`src/rtl/bp_pkg.sv`:
```
package bp_pkg;
  localparam int NPT   = 4;
  localparam int SEL_W = 2;
  localparam int CTL_W = 7;

  // bit0 is range_a, bit6 is pair_sel
  typedef struct packed {
    logic pair_sel;
    logic unit_en;
    logic pt_en_a;
    logic mask_en_b;
    logic mask_en_a;
    logic range_b;
    logic range_a;
  } bp_ctl_t;
endpackage

```
`src/rtl/bp_point_regs.sv`:
```
module bp_point_regs
  import bp_pkg::*;
#(
  parameter int DATA_W    = 32,
  parameter int ADDR_W    = 5,
  parameter int GROUP_IDX = 0
) (
  input  logic                        clk,
  input  logic                        rst,
  input  logic                        pt_we,
  input  logic [ADDR_W-1:0]           pt_addr,
  input  logic [DATA_W-1:0]           pt_wdata,
  input  logic                        ctl_we,
  input  logic [CTL_W-1:0]            ctl_wdata,
  output logic [NPT-1:0][DATA_W-1:0]  pts,
  output bp_ctl_t                     ctl
);
  localparam int GRP_W = ADDR_W - SEL_W;
  localparam logic [GRP_W-1:0] GRP_ID = GRP_W'(GROUP_IDX);

  logic grp_hit;
  assign grp_hit = pt_we && (pt_addr[ADDR_W-1:SEL_W] == GRP_ID);

  for (genvar gi = 0; gi < NPT; gi++) begin : g_pt
    always_ff @(posedge clk) begin
      if (rst) begin
        pts[gi] <= '0;
      end else if (grp_hit && (pt_addr[SEL_W-1:0] == SEL_W'(gi))) begin
        pts[gi] <= pt_wdata;
      end
    end
  end

  always_ff @(posedge clk) begin
    if (rst) begin
      ctl <= '0;
    end else if (ctl_we) begin
      ctl <= bp_ctl_t'(ctl_wdata);
    end
  end
endmodule

```
`src/rtl/bp_route.sv`:
```
module bp_route
  import bp_pkg::*;
#(
  parameter int DATA_W = 32
) (
  input  logic [NPT-1:0][DATA_W-1:0] pts,
  input  bp_ctl_t                    ctl,
  output logic [1:0][DATA_W-1:0]     lo,
  output logic [1:0][DATA_W-1:0]     hi,
  output logic [1:0][DATA_W-1:0]     msk,
  output logic [1:0]                 rng,
  output logic [1:0]                 men
);
  logic paired;
  assign paired = ctl.unit_en & ctl.pair_sel;

  always_comb begin
    // comparator A
    if (paired) begin
      lo[0]  = pts[2];
      hi[0]  = pts[3];
      msk[0] = pts[0];
    end else begin
      lo[0]  = pts[0];
      hi[0]  = pts[1];
      msk[0] = (ctl.pt_en_a | ctl.range_a) ? pts[2] : pts[0];
    end
    // comparator B
    lo[1]  = pts[2];
    hi[1]  = pts[3];
    msk[1] = pts[0];
    rng    = {ctl.range_b, ctl.range_a};
    men    = {ctl.mask_en_b, ctl.mask_en_a};
  end
endmodule

```
`src/rtl/bp_cmp.sv`:
```
module bp_cmp #(
  parameter int DATA_W = 32
) (
  input  logic [DATA_W-1:0] value,
  input  logic [DATA_W-1:0] lo,
  input  logic [DATA_W-1:0] hi,
  input  logic [DATA_W-1:0] msk,
  input  logic              rng,
  input  logic              men,
  output logic              match
);
  logic [DATA_W-1:0] keep, v_k, lo_k, hi_k;

  always_comb begin
    keep  = men ? ~msk : '1;
    v_k   = value & keep;
    lo_k  = lo & keep;
    hi_k  = hi & keep;
    match = rng ? ((v_k >= lo_k) && (v_k <= hi_k)) : (v_k == lo_k);
  end
endmodule

```
`src/rtl/bp_group.sv`:
```
module bp_group
  import bp_pkg::*;
#(
  parameter int DATA_W    = 32,
  parameter int NGROUPS   = 8,
  parameter int GROUP_IDX = 0,
  parameter int ADDR_W    = $clog2(NGROUPS * NPT)
) (
  input  logic              clk,
  input  logic              rst,
  input  logic              pt_we,
  input  logic [ADDR_W-1:0] pt_addr,
  input  logic [DATA_W-1:0] pt_wdata,
  input  logic              ctl_we,
  input  logic [CTL_W-1:0]  ctl_wdata,
  input  logic              in_valid,
  input  logic [DATA_W-1:0] in_value,
  output logic [1:0]        hit
);
  logic [NPT-1:0][DATA_W-1:0] pt_q;
  bp_ctl_t                    ctl_q;
  logic [1:0][DATA_W-1:0]     bnd_lo, bnd_hi, bnd_msk;
  logic [1:0]                 cmp_rng, cmp_men, cmp_match;

  bp_point_regs #(
    .DATA_W(DATA_W), .ADDR_W(ADDR_W), .GROUP_IDX(GROUP_IDX)
  ) u_regs (
    .clk(clk), .rst(rst),
    .pt_we(pt_we), .pt_addr(pt_addr), .pt_wdata(pt_wdata),
    .ctl_we(ctl_we), .ctl_wdata(ctl_wdata),
    .pts(pt_q), .ctl(ctl_q)
  );

  bp_route #(.DATA_W(DATA_W)) u_route (
    .pts(pt_q), .ctl(ctl_q),
    .lo(bnd_lo), .hi(bnd_hi), .msk(bnd_msk),
    .rng(cmp_rng), .men(cmp_men)
  );

  for (genvar ci = 0; ci < 2; ci++) begin : g_cmp
    bp_cmp #(.DATA_W(DATA_W)) u_cmp (
      .value(in_value), .lo(bnd_lo[ci]), .hi(bnd_hi[ci]), .msk(bnd_msk[ci]),
      .rng(cmp_rng[ci]), .men(cmp_men[ci]), .match(cmp_match[ci])
    );
  end

  always_ff @(posedge clk) begin
    if (rst) hit <= '0;
    else     hit <= in_valid ? cmp_match : 2'b00;
  end
endmodule

```
`config.mk`:
```
export PLATFORM = sky130hd
export DESIGN_NAME = bp_group
export DESIGN_NICKNAME = d
export VERILOG_FILES = /design/src/rtl/bp_pkg.sv /design/src/rtl/bp_point_regs.sv /design/src/rtl/bp_route.sv /design/src/rtl/bp_cmp.sv /design/src/rtl/bp_group.sv
export SDC_FILE = /design/constraint.sdc
export NUM_CORES = 1
export LEC_CHECK = 0
export ABC_AREA = 1
export BUFFER_PORTS_ARGS = -buffer_cell sky130_fd_sc_hd__buf_2
export CORE_MARGIN = 2
export CORE_UTILIZATION = 40
export CTS_CLUSTER_DIAMETER = 150
export DETAILED_ROUTE_END_ITERATION = 10
export PLACE_DENSITY_LB_ADDON = 0.1
export SLEW_MARGIN = 20
export SYNTH_ARGS = -nofsm -noshare
export SYNTH_HDL_FRONTEND = slang
export SYNTH_SLANG_ARGS = --single-unit
```
`constraint.sdc`:
```
create_clock -name clk -period 3.6 [get_ports clk]
set_input_delay 0.72 -clock clk [delete_from_list [all_inputs] [get_ports clk]]
set_output_delay 0.72 -clock clk [all_outputs]
set_load 0.1 [all_outputs]
```
After elaboration in Yosys (flattened, before gate mapping)
Index checks and enable logic that the tools add are counted.
{"block": "op_classes", "n_lt_le_gt_ge": 4, "eq_ne": 5, "muxes": 8, "bitwise": 11, "reduce_logical": 10}
{"cell": "32-bit AND", "count": 6}
{"cell": "32-bit 2-to-1 mux", "count": 6}
{"cell": "32-bit equality test", "count": 2}
{"cell": "32-bit greater-or-equal comparator", "count": 2}
{"cell": "32-bit <= comparator", "count": 2}
{"cell": "32-bit NOT", "count": 2}
{"cell": "1-bit logical AND", "count": 7}
{"cell": "2-bit equality test, second input constant", "count": 2}
{"cell": "3-bit zero test", "count": 1}
{"cell": "2-bit by 1-bit equality test with 1-bit output, second input constant", "count": 1}
{"cell": "2-bit zero test", "count": 1}
{"cell": "1-bit 2-to-1 mux", "count": 2}
{"cell": "2-bit OR reduction", "count": 1}
{"cell": "1-bit AND", "count": 1}
{"cell": "1-bit NOT", "count": 1}
{"cell": "1-bit OR", "count": 1}
{"block": "totals", "reg_bits": 137, "in_bits": 81, "elab_cells": 50}

Longest topological paths before layout
{"block": "logic_depth", "word_depth": 9, "ltp_mapped": 20, "mapped_depth_nobuf": 19}

By module
Synthesis repeated with hierarchy kept, for this count alone.
{"block": "unflattened", "cells_unflattened": 2074, "area_unflattened_um2": 12250.5}
{"module": "bp_point_regs", "instances": 1, "cells_each": 958, "area_each_um2": 5969.5, "seq_area_each_um2": 2702.6}
{"module": "bp_route", "instances": 1, "cells_each": 423, "area_each_um2": 2150.8, "seq_area_each_um2": 0.0}
{"module": "bp_cmp (g_cmp[0].u_cmp)", "instances": 1, "cells_each": 345, "area_each_um2": 2044.5, "seq_area_each_um2": 0.0}
{"module": "bp_cmp (g_cmp[1].u_cmp)", "instances": 1, "cells_each": 340, "area_each_um2": 2023.2, "seq_area_each_um2": 0.0}
{"module": "bp_group", "instances": 1, "cells_each": 8, "area_each_um2": 62.6, "seq_area_each_um2": 40.0}

Worst setup path before layout
OpenSTA, ideal clock, no wires.
{"block": "synth_timing", "path_type": "reg2reg", "from": "reg u_regs.ctl[5] (netlist name)", "to": "reg hit[0]", "setup_time_ns": 0.064, "arrival_ns": 2.474, "required_ns": 3.536, "setup_slack_ns": 1.062, "stages_incl_launch_ff": 18, "n_path_buf": 3, "cell_sequence": "dfxtp_1 > nand2_2 > buf_6 > clkbuf_1 > clkbuf_1 > nand2_1 > o21ai_0 > nand2_1 > ha_1 > nand2_1 > inv_1 > nand3_1 > nor3_1 > nand2_1 > nor4_1 > nor3b_1 > a21oi_1 > nor2_1"}
{"block": "synth_between", "elab_chain_cells": 8}
{"item": "1-bit AND *", "line": "bp_route.sv:15", "text": "assign paired = ctl.unit_en & ctl.pair_sel;"}
{"item": "32-bit 2-to-1 mux", "line": "bp_route.sv:19", "text": "if (paired) begin"}
{"item": "32-bit NOT", "line": "bp_cmp.sv:15", "text": "keep = men ? ~msk : '1;"}
{"item": "32-bit 2-to-1 mux", "line": "bp_cmp.sv:15"}
{"item": "32-bit AND, on equally long branches", "line": "bp_cmp.sv:16, bp_cmp.sv:17, bp_cmp.sv:18"}
{"item": "32-bit greater-or-equal comparator or 32-bit <= comparator (tied branches)", "line": "bp_cmp.sv:19", "text": "match = rng ? ((v_k >= lo_k) && (v_k <= hi_k)) : (v_k == lo_k);"}
{"item": "1-bit logical AND", "line": "bp_cmp.sv:19"}
{"item": "1-bit 2-to-1 mux *", "line": "bp_cmp.sv:19"}
{"item": "to (signal assigned)", "line": "bp_group.sv:49", "text": "else hit <= in_valid ? cmp_match : 2'b00;"}
{"item": "to (decl)", "line": "bp_group.sv:18", "text": "output logic [1:0] hit"}
Every way passes the cells marked *; elsewhere a longest branch is shown, timed or not.
A chain may end at the register's enable or synchronous reset.

Worst setup path after layout
{"block": "layout_timing", "from": "reg u_regs.ctl[5] (netlist name)", "to": "reg hit[0]"}
{"block": "layout_between", "elab_chain_cells": 8}
{"item": "1-bit AND *", "line": "bp_route.sv:15"}
{"item": "32-bit 2-to-1 mux", "line": "bp_route.sv:19"}
{"item": "32-bit NOT", "line": "bp_cmp.sv:15"}
{"item": "32-bit 2-to-1 mux", "line": "bp_cmp.sv:15"}
{"item": "32-bit AND, on equally long branches", "line": "bp_cmp.sv:16, bp_cmp.sv:17, bp_cmp.sv:18"}
{"item": "32-bit greater-or-equal comparator or 32-bit <= comparator (tied branches)", "line": "bp_cmp.sv:19"}
{"item": "1-bit logical AND", "line": "bp_cmp.sv:19"}
{"item": "1-bit 2-to-1 mux *", "line": "bp_cmp.sv:19"}
Marks and branches as above.

==> results_dict.tcl <==
set metrics [dict create \
    synthArstFlopShare 0 \
    grt_pass1_wl_mm 52.4 \
    stdcell_count 1921 \
    start_util 0.407 \
    die_y_um 164 \
    rsz0062_at_grt "false" \
    rr_worst_depth 16 \
    worstHoldPathCells 2 \
    vias_per_cell 5.32 \
    drive_gt1_frac 0.118 \
    busiest_layer "met2" \
    use_met1 0.326 \
    synthSimpleGateAreaFrac 0.283 \
    ant_nets 0 \
    clk_path_buf_depth 2 \
    max_cap_violations 0 \
    vias 10214 \
    synth.yosys.seq_area_share 0.268 \
    slew_viol_final 0 \
    total_power_mw 4.09 \
    final-setup-viol-count 0 \
    met3_usage 0.0381 \
    outcome "completed" \
    area.sequential_um2 2740 \
    cts_max_level 4 \
    worst_pin_slew_ns 0.764 \
    r2r_slack_ns 0.68 \
    fin_nets 1787 \
    post_drt_wl_per_cell_um 17.3 \
    ys_warn_count 0 \
    coreArea_um2 25200 \
    vdd_drop_max_v 0.000262 \
    synth_top_family_by_area "simple AND/OR/NAND/NOR gates" \
    crit_path_frequent_cell "nand2_1" \
    overflow 0 \
    crit_path_max_fanout 127 \
    drc 0 \
    area_growth_syn_to_layout_pct 13.2 \
    min_to "u_regs.pts[47]" \
    die_area_um2 26900 \
    slowest_stage "buf_12" \
    synth.avg_cell_area_um2 6.68 \
    drtIter0Drc 672 \
    fin_crit_sh 0.810 \
    clock_latency_ns 0.43 \
    multiInputGateArea_um2 6580 \
    chipWidth_um 164 \
    cts_root_buf "clkbuf_16" \
    synth_compound_area_frac 0.203 \
    path_cells "nand2_4, buf_12, nand2_1, o21ai_0, nand2_1, ha_1, nand2_1, nor2_1, nand2_1, nor3_1, nand2_1, o31ai_1, inv_1, nand2_1, nand2_1, nor2_1" \
    grt_pass1_vias 9722 \
    yosysUniqueCellTypes 36 \
    diodes 0 \
    grt_max_degree 128 \
    cp.arrival_ns 3.28 \
    gp_congestion 0.888 \
    met2_usage 0.435 \
    core.rowCount 58 \
    postCtsHoldBufs 0 \
    hp-class "reg -> reg" \
    critPathTopFamily "simple AND/OR/NAND/NOR gates" \
    cpPeakStageDelay_ns 0.44 \
    syn_nets 1741 \
    slew_headroom 0.491 \
    r2r_start "u_regs.ctl[5]" \
    cts_tree "built" \
    crit_required_ns 3.97 \
    yosys_register_bits 137 \
    path_class "reg -> reg" \
    clkTransAtPathRegs_ns 0.06 \
    cts_made_buffers 17 \
    crit_path_end_kind "register" \
    boundaryPins 83 \
    place_hpwl_mm 23.8 \
    wirelength_mm 33.1 \
    min_from "u_regs.pts[47]" \
    worst_clock_skew_ns 0.00842 \
    synthAdderAreaFrac 0.154 \
    period_minus_slack_ns 2.92 \
    synth_cells 1534 \
    n_fill_cell 2589 \
    cellLeakagePower_nw 4.51 \
    grtUsageTotal 0.252 \
    synthMuxAreaShare 0 \
    drt_pre_antenna_iters 5 \
    p_per_area_nw_per_um2 352 \
    synth_flop_cell "dfxtp_1" \
    crit_buf_inv 2 \
    design_area_um2 11600 \
    post_dp_cell_area_um2 11000 \
    start_kind "register" \
    reg2reg_to "hit[0]" \
    io_buffers 82 \
    synth_area_um2 10200 \
    dp.cells 1889 \
    synth_edf_count 0 \
    hold_viol 0 \
    cts_sinks 137 \
    synth_xor_area_frac 0 \
    tns_ns 0 \
    antenna_found_initial 0 \
    max_freq_mhz 343 \
]
==> layer usage <==
layer	vias up	wire [um]
li1	5238	-
met1	4698	15200
met2	238	15800
met4	0	714
met3	40	1450
met5	-	0
==> worst register-to-register path: stages (launching register included) <==
cell     delay (ns)
dfxtp_1        0.33
nand2_4        0.10
buf_12         0.44
nand2_1        0.14
o21ai_0        0.19
nand2_1        0.10
ha_1           0.30
nand2_1        0.06
nor2_1         0.13
nand2_1        0.09
nor3_1         0.29
nand2_1        0.14
o31ai_1        0.27
inv_1          0.07
nand2_1        0.07
nand2_1        0.04
nor2_1         0.09
==> worst max path at each step <==
stage	from	end	depth (start not counted)
after floorplan	u_regs.ctl[5]	hit[0]	17
after global placement	u_regs.ctl[0]	hit[0]	15
after detailed placement	u_regs.ctl[0]	hit[0]	15
after CTS	u_regs.ctl[0]	hit[0]	15
after global routing	u_regs.ctl[0]	hit[0]	15
final	u_regs.ctl[5]	hit[0]	16
==> flip-flops by register name (all words and copies together), names as in the netlist <==
signal / count
hit: 2
u_regs.ctl: 7
u_regs.pts: 128
==> cell type report <==
type / instances / area share
clock inverter: 8 / 0.0102
timing repair buffer: 108 / 0.0557
clock buffer: 22 / 0.0417
multi-input combinational: 1153 / 0.568
inverter: 163 / 0.0527
sequential: 137 / 0.237
tap: 330 / 0.0356
==> where the power goes <==
| part | total, mW | internal (mW) | leakage (nW) | switching, mW |
|---|---|---|---|---|
| Sequential | 1.56 | 1.54 | 1.11 | 0.0208 |
| Clock | 1.87 | 1.15 | 0.302 | 0.713 |
| Combinational | 0.664 | 0.231 | 3.10 | 0.433 |
==> repair_timing <==
item	in CTS	in global routing
setup buffers	0	2
resized for setup	0	0
endpoints found under the setup margin	0	1
==> per-stage QoR <==
stage / util / setup WS [ns] / hold slack, ns
after floorplan: - / 1.06 / 0.440
after global placement: 0.436 / 0.435 / 0.450
after detailed placement: 0.436 / 0.312 / 0.454
after CTS: 0.460 / 0.292 / 0.464
after global routing: 0.461 / 0.279 / 0.472
final: 0.461 / 0.685 / 0.461
==> cells in the mapped netlist (2+ instances only) <==
library cell / count / area (um2)
o211ai_1: 11 / 82.6
nor3_1: 39 / 195
a21boi_0: 2 / 15.0
nand4_1: 46 / 288
dfxtp_1: 137 / 2740
inv_1: 162 / 608
nand3_2: 2 / 20.0
a211oi_1: 43 / 323
a21oi_1: 157 / 786
o21bai_1: 2 / 15.0
buf_1: 3 / 11.3
a21boi_2: 2 / 22.5
clkbuf_1: 63 / 236
o21ai_0: 72 / 360
ha_1: 126 / 1580
nand3_1: 50 / 250
nand2_1: 368 / 1380
buf_2: 12 / 60.1
o21ai_2: 3 / 26.3
a211oi_2: 33 / 413
nor2_1: 185 / 694
buf_4: 2 / 15.0
==> logic make-up after synthesis <==
logic type,after synthesis
simple gates,697
compound gates,330
flops,137
buf+inv,244
fa+ha+maj,126
==> cells in the final DEF (no fill, tap or decap), types with 4 or more instances in the layout <==
cell       count
ha_1         126
nor2_1       184
clkbuf_8       4
buf_4         24
o211ai_1      11
nand3_1       49
dfxtp_1      136
buf_2         81
a21oi_1      157
clkinv_2       4
o21ai_0       72
nor3_1        39
a211oi_1      43
inv_1        162
clkbuf_16     17
a211oi_2      33
nand4_1       46
nand2_1      366
No activity file was read; power rests on OpenSTA's default activity.
